==> config.mk <==
export PLATFORM = sky130hd
export DESIGN_NAME = boundary_irq_arbiter
export DESIGN_NICKNAME = d
export VERILOG_FILES = /design/src/rtl/bia_pkg.sv /design/src/rtl/bia_shadow_ctr.sv /design/src/rtl/bia_trap_ctr.sv /design/src/rtl/bia_dispatch_sel.sv /design/src/rtl/boundary_irq_arbiter.sv
export SDC_FILE = /design/constraint.sdc
export NUM_CORES = 1
export LEC_CHECK = 0
export BUFFER_PORTS_ARGS = -buffer_cell sky130_fd_sc_hd__buf_2
export CAP_MARGIN = 20
export CORE_MARGIN = 2
export CORE_UTILIZATION = 25
export DETAILED_ROUTE_END_ITERATION = 10
export GPL_ROUTABILITY_DRIVEN = 0
export PLACE_DENSITY_LB_ADDON = 0.15
export SLEW_MARGIN = 5
export SYNTH_ARGS = -nofsm -noshare
export SYNTH_HDL_FRONTEND = slang
export SYNTH_SLANG_ARGS = --single-unit
export TNS_END_PERCENT = 50
==> constraint.sdc <==
create_clock -name clk -period 1.9 [get_ports clk]
set_clock_uncertainty 0.15 [all_clocks]
set_input_delay 0.19 -clock clk [delete_from_list [all_inputs] [get_ports clk]]
set_output_delay 0.19 -clock clk [all_outputs]
set_load 0.005 [all_outputs]
==> src/rtl/bia_pkg.sv <==
package bia_pkg;

  localparam int VEC_W = 8;
  localparam logic [VEC_W-1:0] NMI_VECTOR  = 8'h02;
  localparam logic [VEC_W-1:0] STEP_VECTOR = 8'h01;

  typedef enum logic [1:0] {
    SRC_NONE = 2'd0,
    SRC_NMI  = 2'd1,
    SRC_INTR = 2'd2,
    SRC_STEP = 2'd3
  } entry_src_e;

  // Saturating increment used by the trap arming counter.
  function automatic int sat_inc(input int value, input int limit);
    return (value >= limit) ? limit : value + 1;
  endfunction

  // Shadow counter next value at a boundary: a load wins, otherwise count down to zero.
  function automatic int shadow_next(input int value, input bit load, input int load_val);
    if (load) return load_val;
    return (value > 0) ? value - 1 : 0;
  endfunction

  // Vector reported for each entry source; maskable entries get theirs later.
  function automatic logic [VEC_W-1:0] src_vector(input entry_src_e src);
    case (src)
      SRC_NMI:  return NMI_VECTOR;
      SRC_STEP: return STEP_VECTOR;
      default:  return '0;
    endcase
  endfunction

endpackage

==> src/rtl/bia_shadow_ctr.sv <==
module bia_shadow_ctr #(
  parameter int CNT_W    = 2,
  parameter int LOAD_VAL = 1
) (
  input  logic clk,
  input  logic rst,
  input  logic step_i,
  input  logic load_i,
  output logic clear_o
);
  import bia_pkg::*;

  logic [CNT_W-1:0] cnt_q;

  always_ff @(posedge clk) begin
    if (rst) begin
      cnt_q <= '0;
    end else if (step_i) begin
      cnt_q <= CNT_W'(shadow_next(int'(cnt_q), load_i, LOAD_VAL));
    end
  end

  assign clear_o = (cnt_q == '0);

endmodule

==> src/rtl/bia_trap_ctr.sv <==
module bia_trap_ctr #(
  parameter int CNT_W = 2,
  parameter int ARM   = 2,
  parameter int SAT   = 3
) (
  input  logic clk,
  input  logic rst,
  input  logic step_i,
  input  logic trap_en_i,
  input  logic fire_i,
  output logic armed_o
);
  import bia_pkg::*;

  logic [CNT_W-1:0] cnt_q;

  always_ff @(posedge clk) begin
    if (rst) begin
      cnt_q <= '0;
    end else if (step_i) begin
      if (!trap_en_i || fire_i) begin
        cnt_q <= '0;
      end else begin
        cnt_q <= CNT_W'(sat_inc(int'(cnt_q), SAT));
      end
    end
  end

  assign armed_o = (int'(cnt_q) >= ARM);

endmodule

==> src/rtl/bia_dispatch_sel.sv <==
module bia_dispatch_sel (
  input  logic                   retire_i,
  input  logic                   shadow_clear_i,
  input  logic                   nmi_i,
  input  logic                   intr_i,
  input  logic                   ien_i,
  input  logic                   trap_i,
  input  logic                   armed_i,
  output bia_pkg::entry_src_e    src_o,
  output logic                   ext_o,
  output logic                   step_o
);
  import bia_pkg::*;

  logic open_w;

  always_comb begin
    open_w = retire_i && shadow_clear_i;
    ext_o  = open_w && (nmi_i || (intr_i && ien_i));
    step_o = open_w && trap_i && armed_i && !ext_o;
    if (ext_o && nmi_i)  src_o = SRC_NMI;
    else if (ext_o)      src_o = SRC_INTR;
    else if (step_o)     src_o = SRC_STEP;
    else                 src_o = SRC_NONE;
  end

endmodule

==> src/rtl/boundary_irq_arbiter.sv <==
module boundary_irq_arbiter #(
  parameter int SHADOW_W    = 2,
  parameter int SHADOW_LOAD = 1,
  parameter int TRAP_W      = 2,
  parameter int TRAP_ARM    = 2,
  parameter int TRAP_SAT    = 3
) (
  input  logic       clk,
  input  logic       rst,
  input  logic       retire_i,
  input  logic       nmi_pend_i,
  input  logic       intr_i,
  input  logic       ien_i,
  input  logic       trap_i,
  input  logic       seg_load_i,
  output logic       take_o,
  output logic [7:0] vec_o,
  output logic       vec_from_ack_o,
  output logic       nmi_clr_o,
  output logic       busy_o
);
  import bia_pkg::*;

  logic       shadow_clear_w;
  logic       trap_armed_w;
  logic       ext_take_w;
  logic       trap_fire_w;
  entry_src_e src_w;

  bia_shadow_ctr #(.CNT_W(SHADOW_W), .LOAD_VAL(SHADOW_LOAD)) u_shadow (
    .clk     (clk),
    .rst     (rst),
    .step_i  (retire_i),
    .load_i  (seg_load_i),
    .clear_o (shadow_clear_w)
  );

  bia_trap_ctr #(.CNT_W(TRAP_W), .ARM(TRAP_ARM), .SAT(TRAP_SAT)) u_trap (
    .clk       (clk),
    .rst       (rst),
    .step_i    (retire_i),
    .trap_en_i (trap_i),
    .fire_i    (trap_fire_w),
    .armed_o   (trap_armed_w)
  );

  bia_dispatch_sel u_sel (
    .retire_i       (retire_i),
    .shadow_clear_i (shadow_clear_w),
    .nmi_i          (nmi_pend_i),
    .intr_i         (intr_i),
    .ien_i          (ien_i),
    .trap_i         (trap_i),
    .armed_i        (trap_armed_w),
    .src_o          (src_w),
    .ext_o          (ext_take_w),
    .step_o         (trap_fire_w)
  );

  always_ff @(posedge clk) begin
    if (rst) begin
      take_o         <= 1'b0;
      vec_o          <= '0;
      vec_from_ack_o <= 1'b0;
      nmi_clr_o      <= 1'b0;
    end else begin
      take_o         <= (src_w != SRC_NONE);
      vec_o          <= src_vector(src_w);
      vec_from_ack_o <= (src_w == SRC_INTR);
      nmi_clr_o      <= (src_w == SRC_NMI);
    end
  end

  assign busy_o = !shadow_clear_w;

endmodule

==> metrics.md, run 1 <==
| Metric | Value |
|---|---|
| DIE AREA | `1840 µm²` |
| Fraction of registers with async set/reset | `0%` |
| Syn Inst Count | `42` |
| Post_cts resized | `0` |
| Grt total ovfl | `0` |
| DR vias | `305` |
| N_diodes | `0` |
| Layout cells sized above 1 | `33.3%` |
| Max Clock Freq | `753 MHz` |
| Clock Pin Slew Worst Setup and Hold Paths | `60 ps` |
| Fin crit share | `69.9%` |
| RSZ-0062 raised after global routing | `no` |
| Max Cap Violations | `0` |
| Max incr delay on CP | `530 ps` |
| Initial Util | `26.0%` |
| Routed wl met3 | `61 µm` |
| TritonRoute pass-1 iters | `2` |
| Crit path launch | `nmi_pend_i` |
| First-pass GRT wire length | `1.12 mm` |
| GRT Total Usage | `9.03%` |
| # clock sinks | `8` |
| Register bit total from synthesis | `8` |
| Die Ht | `42.9 µm` |
| Pin count of the biggest net entering global routing | `10` |
| Via density per instance | `4.18` |
| Fin util | `31.7%` |
| Clk buf depth | `2` |
| Post-synth top area cell | `dfxtp_1` |
| CP Max Fanout | `3` |
| Hold Path Origin | `ien_i` |
| Min Clock Period, post-route | `1330 ps` |
| Post-Route WL | `653 µm` |
| I/O Buffers | `13` |
| Total clock buffers created by CTS | `3` |
| Crit end category | `flip-flop` |
| Synth area leaders | `dfxtp_1 42%, buf_4 14%, a21oi_1 5.3%, and3b_1 4.6%, inv_1 4.0%` |
| Top Layer Used | `met4` |
| # rows | `14` |
| Most frequent cells in the layout | `13 x buf_2, 8 x dfxtp_1, 6 x conb_1, 4 x inv_1, 4 x a21oi_1` |
| Clock Latency Late Sink | `250 ps` |
| P&R area growth vs syn | `21.9%` |
| Power share of the clock group | `37.3%` |
| Vias in the first global route | `255` |
| Comb power frac | `11.8%` |
| Maximum VDD drop | `0.255 mV` |
| Final Setup Violations | `0` |
| CP Launch Type | `input port` |
| Die width | `42.9 µm` |
| CTS Hold Bufs | `2` |
| Critical path cell sequence | `dlygate4sd3_1 -> buf_2 -> a21oi_2 -> nand4_1 -> and3b_1` |
| WL met1 | `302 µm` |
| Register area share after synthesis | `42.4%` |
| DRC | `0` |
| Initial antenna violation count | `0` |
| Drt first-iter violations | `5` |
| Mapped cell area | `378 µm²` |
| Core area | `1450 µm²` |
| Internal | `267 µW` |
| Worst path slowest cell | `dlygate4sd3_1` |
| Final nets | `67` |
| Final Cell Area | `460 µm²` |
| Root buffer cell | `clkbuf_4` |
| CTS tree | `yes` |
| Hold Path Class | `in -> reg` |
| Routed Antenna Nets | `0` |
| WS Path Type | `in -> reg` |
| Flop pwr share | `50.9%` |
| Crit path buf inv count | `2` |
| Top_reg_cell synth | `dfxtp_1` |
| Static Leak | `0.234 nW` |
| Commonest non-fill, non-tap cell in the layout | `buf_2` |
| CP arrival | `1320 ps` |
| P_sw | `84.5 µW` |
| Required time worst endpoint | `1890 ps` |
| Post-synth EDFFs | `0` |
| Placed cell area | `418 µm²` |
| Drt wl/cell | `8.95 µm` |
| Share of the synthesized area in the top cell type | `42.4%` |
| Switch share | `24.1%` |
| Fin. Hold Viols | `0` |
| Delay-heaviest family, CP | `buffers and inverters` |
| Htree depth | `1` |
| Syn avg cell area | `9.00 µm²` |
| WL met2 | `273 µm` |
| Post-CTS Setup Inserts | `0` |
| Max Slew Vio Count | `0` |
| Status | `complete, no violations` |
| Synth Warn # | `0` |
| R2R Path Start | `u_shadow.cnt_q[1]` |
| PwrDens | `763 nW/µm²` |
| IO Pins | `20` |
| Setup TNS | `0 ps` |
| Synth unique cells | `19` |
-- power groups by stage --
stage	combinational (mW)	clock (mW)	sequential, mW
final	0.0415	0.131	0.179
after global routing	0.0484	0.148	0.179
after CTS	0.0420	0.138	0.179
after detailed placement	0.0384	0	0.182
after global placement	0.0385	0	0.182
after floorplan	0.0334	0	0.182
-- synthesized netlist by cell type, types with 2 or more instances --
cell	number
and3b_1	2
a21oi_1	4
inv_1	4
dfxtp_1	8
nand2_1	2
buf_4	7
nor2_1	3
-- sequential cells by signal (all words and copies together) (netlist names) --
signal and flops:
vec_from_ack_o 1, vec_o 2, u_shadow.cnt_q 2, u_trap.cnt_q 2
take_o 1
-- worst register-to-register path: stages, from the launching register on --
cell and delay (ps):
dfxtp_1 340, nor2_4 140, nand4_1 110, and3b_1 190
-- final timing paths --
| kind | cells after the start | slack, ps | end |
|---|---|---|---|
| setup / recovery | 5 | 570 | u_trap.cnt_q[1] |
| hold / removal | 3 | 30 | vec_from_ack_o |
| setup reg to reg | 3 | 870 | u_trap.cnt_q[1] |
| hold reg to reg | 2 | 350 | vec_o[0] |
-- through the flow --
stage               worst slack, ps  instances  power [mW]  hold slack (ps)
floorplan                       914         47       0.215              113
global placement                840         68       0.221              255
detailed placement              847         68       0.221              257
CTS                             578         73       0.359             19.8
global route                    474         73       0.375             23.6
finish                          572         73       0.351             27.4
-- logic make-up (layout without fill, tap and decap cells) --
group	after synthesis	in the layout	synth area share, %
other cells	1	6	0.992
flops	8	8	42.4
compound gates	8	8	13.9
simple gates	13	13	21.9
buf+inv	12	22	20.9
-- layer usage --
layer / global-route usage [%] / vias up
met2: 10.6 / 14
met4: 9.38 / 0
met3: 3.83 / 2
met1: 11.4 / 129
li1: - / 160
met5: 0 / -
-- area by class of cell --
cell class | instances | area, µm²
fill | 167 | 993
sequential | 8 | 160
multi-input combinational | 27 | 158
timing repair buffer | 15 | 85.1
clock buffer | 3 | 22.5
tap | 16 | 20.0
inverter | 4 | 15.0
Power figures use the tool's default switching activity.
==> run 2: changes to the inputs <==
clock period = 1.1 ns   (was 1.9 ns; I/O delays follow)
==> run 2 against run 1 <==
Effect of this change:
- register-to-register slack lost 840 ps
- critical path depth shrank 2
- final cell count grew 8.2%
- largest cell class unchanged
- critical endpoint is now busy_o
- via count grew 6.9%
- hold slack lost 14 ps
- power grew 80%
- highest routed layer is now met3
- utilization grew 4.5 points
- cell area grew 14%
- non-clock buffer count grew 6
- setup slack lost 570 ps
- sequential power grew 73%
- first-iteration DRC count shrank 40%
==> metrics.md, run 2 (same netlist as run 1, synthesis figures left out) <==
| Metric | Value |
|---|---|
| Status | `complete, no violations (unchanged)` |
| Register area | `163 µm² (was 160 µm²)` |
| Htree depth | `1 (unchanged)` |
| Pwr Total | `633 µW (was 351 µW)` |
| CP arrival | `830 ps (was 1320 ps)` |
| Multi-input logic area | `163 µm² (was 158 µm²)` |
| Clk buf depth | `2 (unchanged)` |
| Hold Path Class | `in -> reg (unchanged)` |
| Clock Pin Slew Worst Setup and Hold Paths | `50 ps (was 60 ps)` |
| Final nets | `73 (was 67)` |
| Drt wl/cell | `9.29 µm (was 8.95 µm)` |
| R2R Path Start | `u_shadow.cnt_q[0] (was u_shadow.cnt_q[1])` |
| # rows | `14 (unchanged)` |
| Maximum VDD drop | `0.633 mV (was 0.255 mV)` |
| Routed Antenna Nets | `0 (unchanged)` |
| Max Cap Violations | `0 (unchanged)` |
| Crit path launch | `u_shadow.cnt_q[0] (was nmi_pend_i)` |
| Commonest non-fill, non-tap cell in the layout | `buf_2 (unchanged)` |
| Via density per instance | `4.13 (was 4.18)` |
| Die Ht | `42.9 µm (unchanged)` |
| Die width | `42.9 µm (unchanged)` |
| CP Capture Point | `busy_o (was u_trap.cnt_q[1])` |
| Static Leak | `0.273 nW (was 0.234 nW)` |
| Post-Route WL | `734 µm (was 653 µm)` |
| Root buffer cell | `clkbuf_4 (unchanged)` |
| Min Clock Period, post-route | `1090 ps` |
| Fillers | `163 (was 167)` |
| Vias in the first global route | `287 (was 255)` |
| Worst reg2reg setup slack | `30 ps (was 870 ps)` |
| Max Clock Freq | `914 MHz` |
| Layout cells sized above 1 | `38.1% (was 33.3%)` |
| N_diodes | `0 (unchanged)` |
| WS Path Type | `reg -> out (was in -> reg)` |
| CP Max Fanout | `2 (was 3)` |
| I/O Buffers | `13 (unchanged)` |
| Largest regs | `u_shadow.cnt_q x2, u_trap.cnt_q x2, vec_o x2 (unchanged)` |
| R2R depth | `4 (was 3)` |
| DRC | `0 (unchanged)` |
| Fin. Hold Viols | `0 (unchanged)` |
| Max Slew Vio Count | `0 (unchanged)` |
| # clock sinks | `8 (unchanged)` |
| Fin crit share | `99.4%` |
| Initial Util | `26.0% (unchanged)` |
| IO Pins | `20 (unchanged)` |
| TritonRoute pass-1 iters | `4 (was 2)` |
| DR vias | `326 (was 305)` |
| PwrDens | `1200 nW/µm² (was 763 nW/µm²)` |
| DIE AREA | `1840 µm² (unchanged)` |
| Clock Latency Late Sink | `250 ps (about the same)` |
| Final Setup Violations | `0 (unchanged)` |
| First-pass GRT wire length | `1.23 mm (was 1.12 mm)` |
| Hold Crit Depth | `2 (was 3)` |
| Pin count of the biggest net entering global routing | `10 (unchanged)` |
| Grt total ovfl | `0 (unchanged)` |
| RSZ-0062 raised after global routing | `yes (was no)` |
| Fin util | `36.1% (was 31.7%)` |
| Most frequent cells in the layout | `13 x buf_2, 6 x conb_1, 6 x dfxtp_1, 5 x dlygate4sd3_1 (was 13 x buf_2, 8 x dfxtp_1, 6 x conb_1, 4 x inv_1, 4 x a21oi_1)` |
| Initial antenna violation count | `0 (unchanged)` |
| GRT Total Usage | `9.44% (was 9.03%)` |
| Core area | `1450 µm² (unchanged)` |
| P&R area growth vs syn | `39.1% (was 21.9%)` |
| Required time worst endpoint | `840 ps (was 1890 ps)` |
| Total clock buffers created by CTS | `3 (unchanged)` |
| Drt first-iter violations | `3 (was 5)` |
| CP Launch Type | `flip-flop (was input port)` |
| Crit end category | `output pin (was flip-flop)` |
| R2r endpoint | `u_trap.cnt_q[1] (unchanged)` |
| CTS tree | `yes (unchanged)` |
[run 2: changes by cell type in the layout (fill, tap and decap cells not counted), sizes merged]
cell,change
buf,+2
dlymetal6s4s,+1
dlygate4sd3,+3
[run 2: worst min-delay path by stage]
| stage | end | startpoint |
|---|---|---|
| 2_1_floorplan | u_shadow.cnt_q[0] | rst |
| 3_3_place_gp | u_shadow.cnt_q[0] | rst |
| 3_5_place_dp | u_shadow.cnt_q[0] | rst |
| 4_1_cts | u_shadow.cnt_q[0] | retire_i |
| 5_1_grt | u_shadow.cnt_q[1] | rst |
| 6_report | u_shadow.cnt_q[0] | retire_i |
[run 2: timing repair]
item                                    in CTS  in global routing
gates cloned                                 0                  0
endpoints found under the setup margin       1                  6
pin swaps                                    1                  3
hold buffers                                 6                  0
hold endpoints to repair                     5                  0
resized for setup                            2                  2
setup buffers                                2                  0
[run 2: power breakdown]
| part | internal (mW) | switching, mW |
|---|---|---|
| clock | 0.125 | 0.104 |
| combinational | 0.0524 | 0.0427 |
| sequential | 0.301 | 0.00737 |
| total | 0.479 | 0.154 |
[run 2: layout make-up]
type	count	share of cell area, %
sequential	8	31.0
tap	16	3.81
multi-input combinational	27	31.0
clock buffer	3	4.29
timing repair buffer	21	27.1
inverter	4	2.86
[run 2: routing by layer]
| metal | global-route usage (%) | vias to the layer above | wire length, µm |
|---|---|---|---|
| met5 | 0 | - | 0 |
| met1 | 10.3 | 140 | 330 |
| li1 | - | 168 | - |
| met3 | 6.81 | 0 | 86 |
| met4 | 3.75 | 0 | 0 |
| met2 | 13.9 | 18 | 317 |
[run 2: through the flow]
stage                     TNS (ps)  cell area [µm²]  worst slack (ps)  hold slack [ps]  std cells
after CTS                    -8.45              518             -8.45             4.93         79
final                            0              526              6.44             13.4         79
after detailed placement         0              418              69.9              174         68
after global routing          -106              526             -56.9             15.4         79
after floorplan                  0              397               114             32.8         47
after global placement           0              418              79.6              175         68
[run 2: worst max-delay path, stage by stage (launching register included)]
cell     delay, ps
dfxtp_2        330
nor2_4         100
inv_1           40
buf_2          110
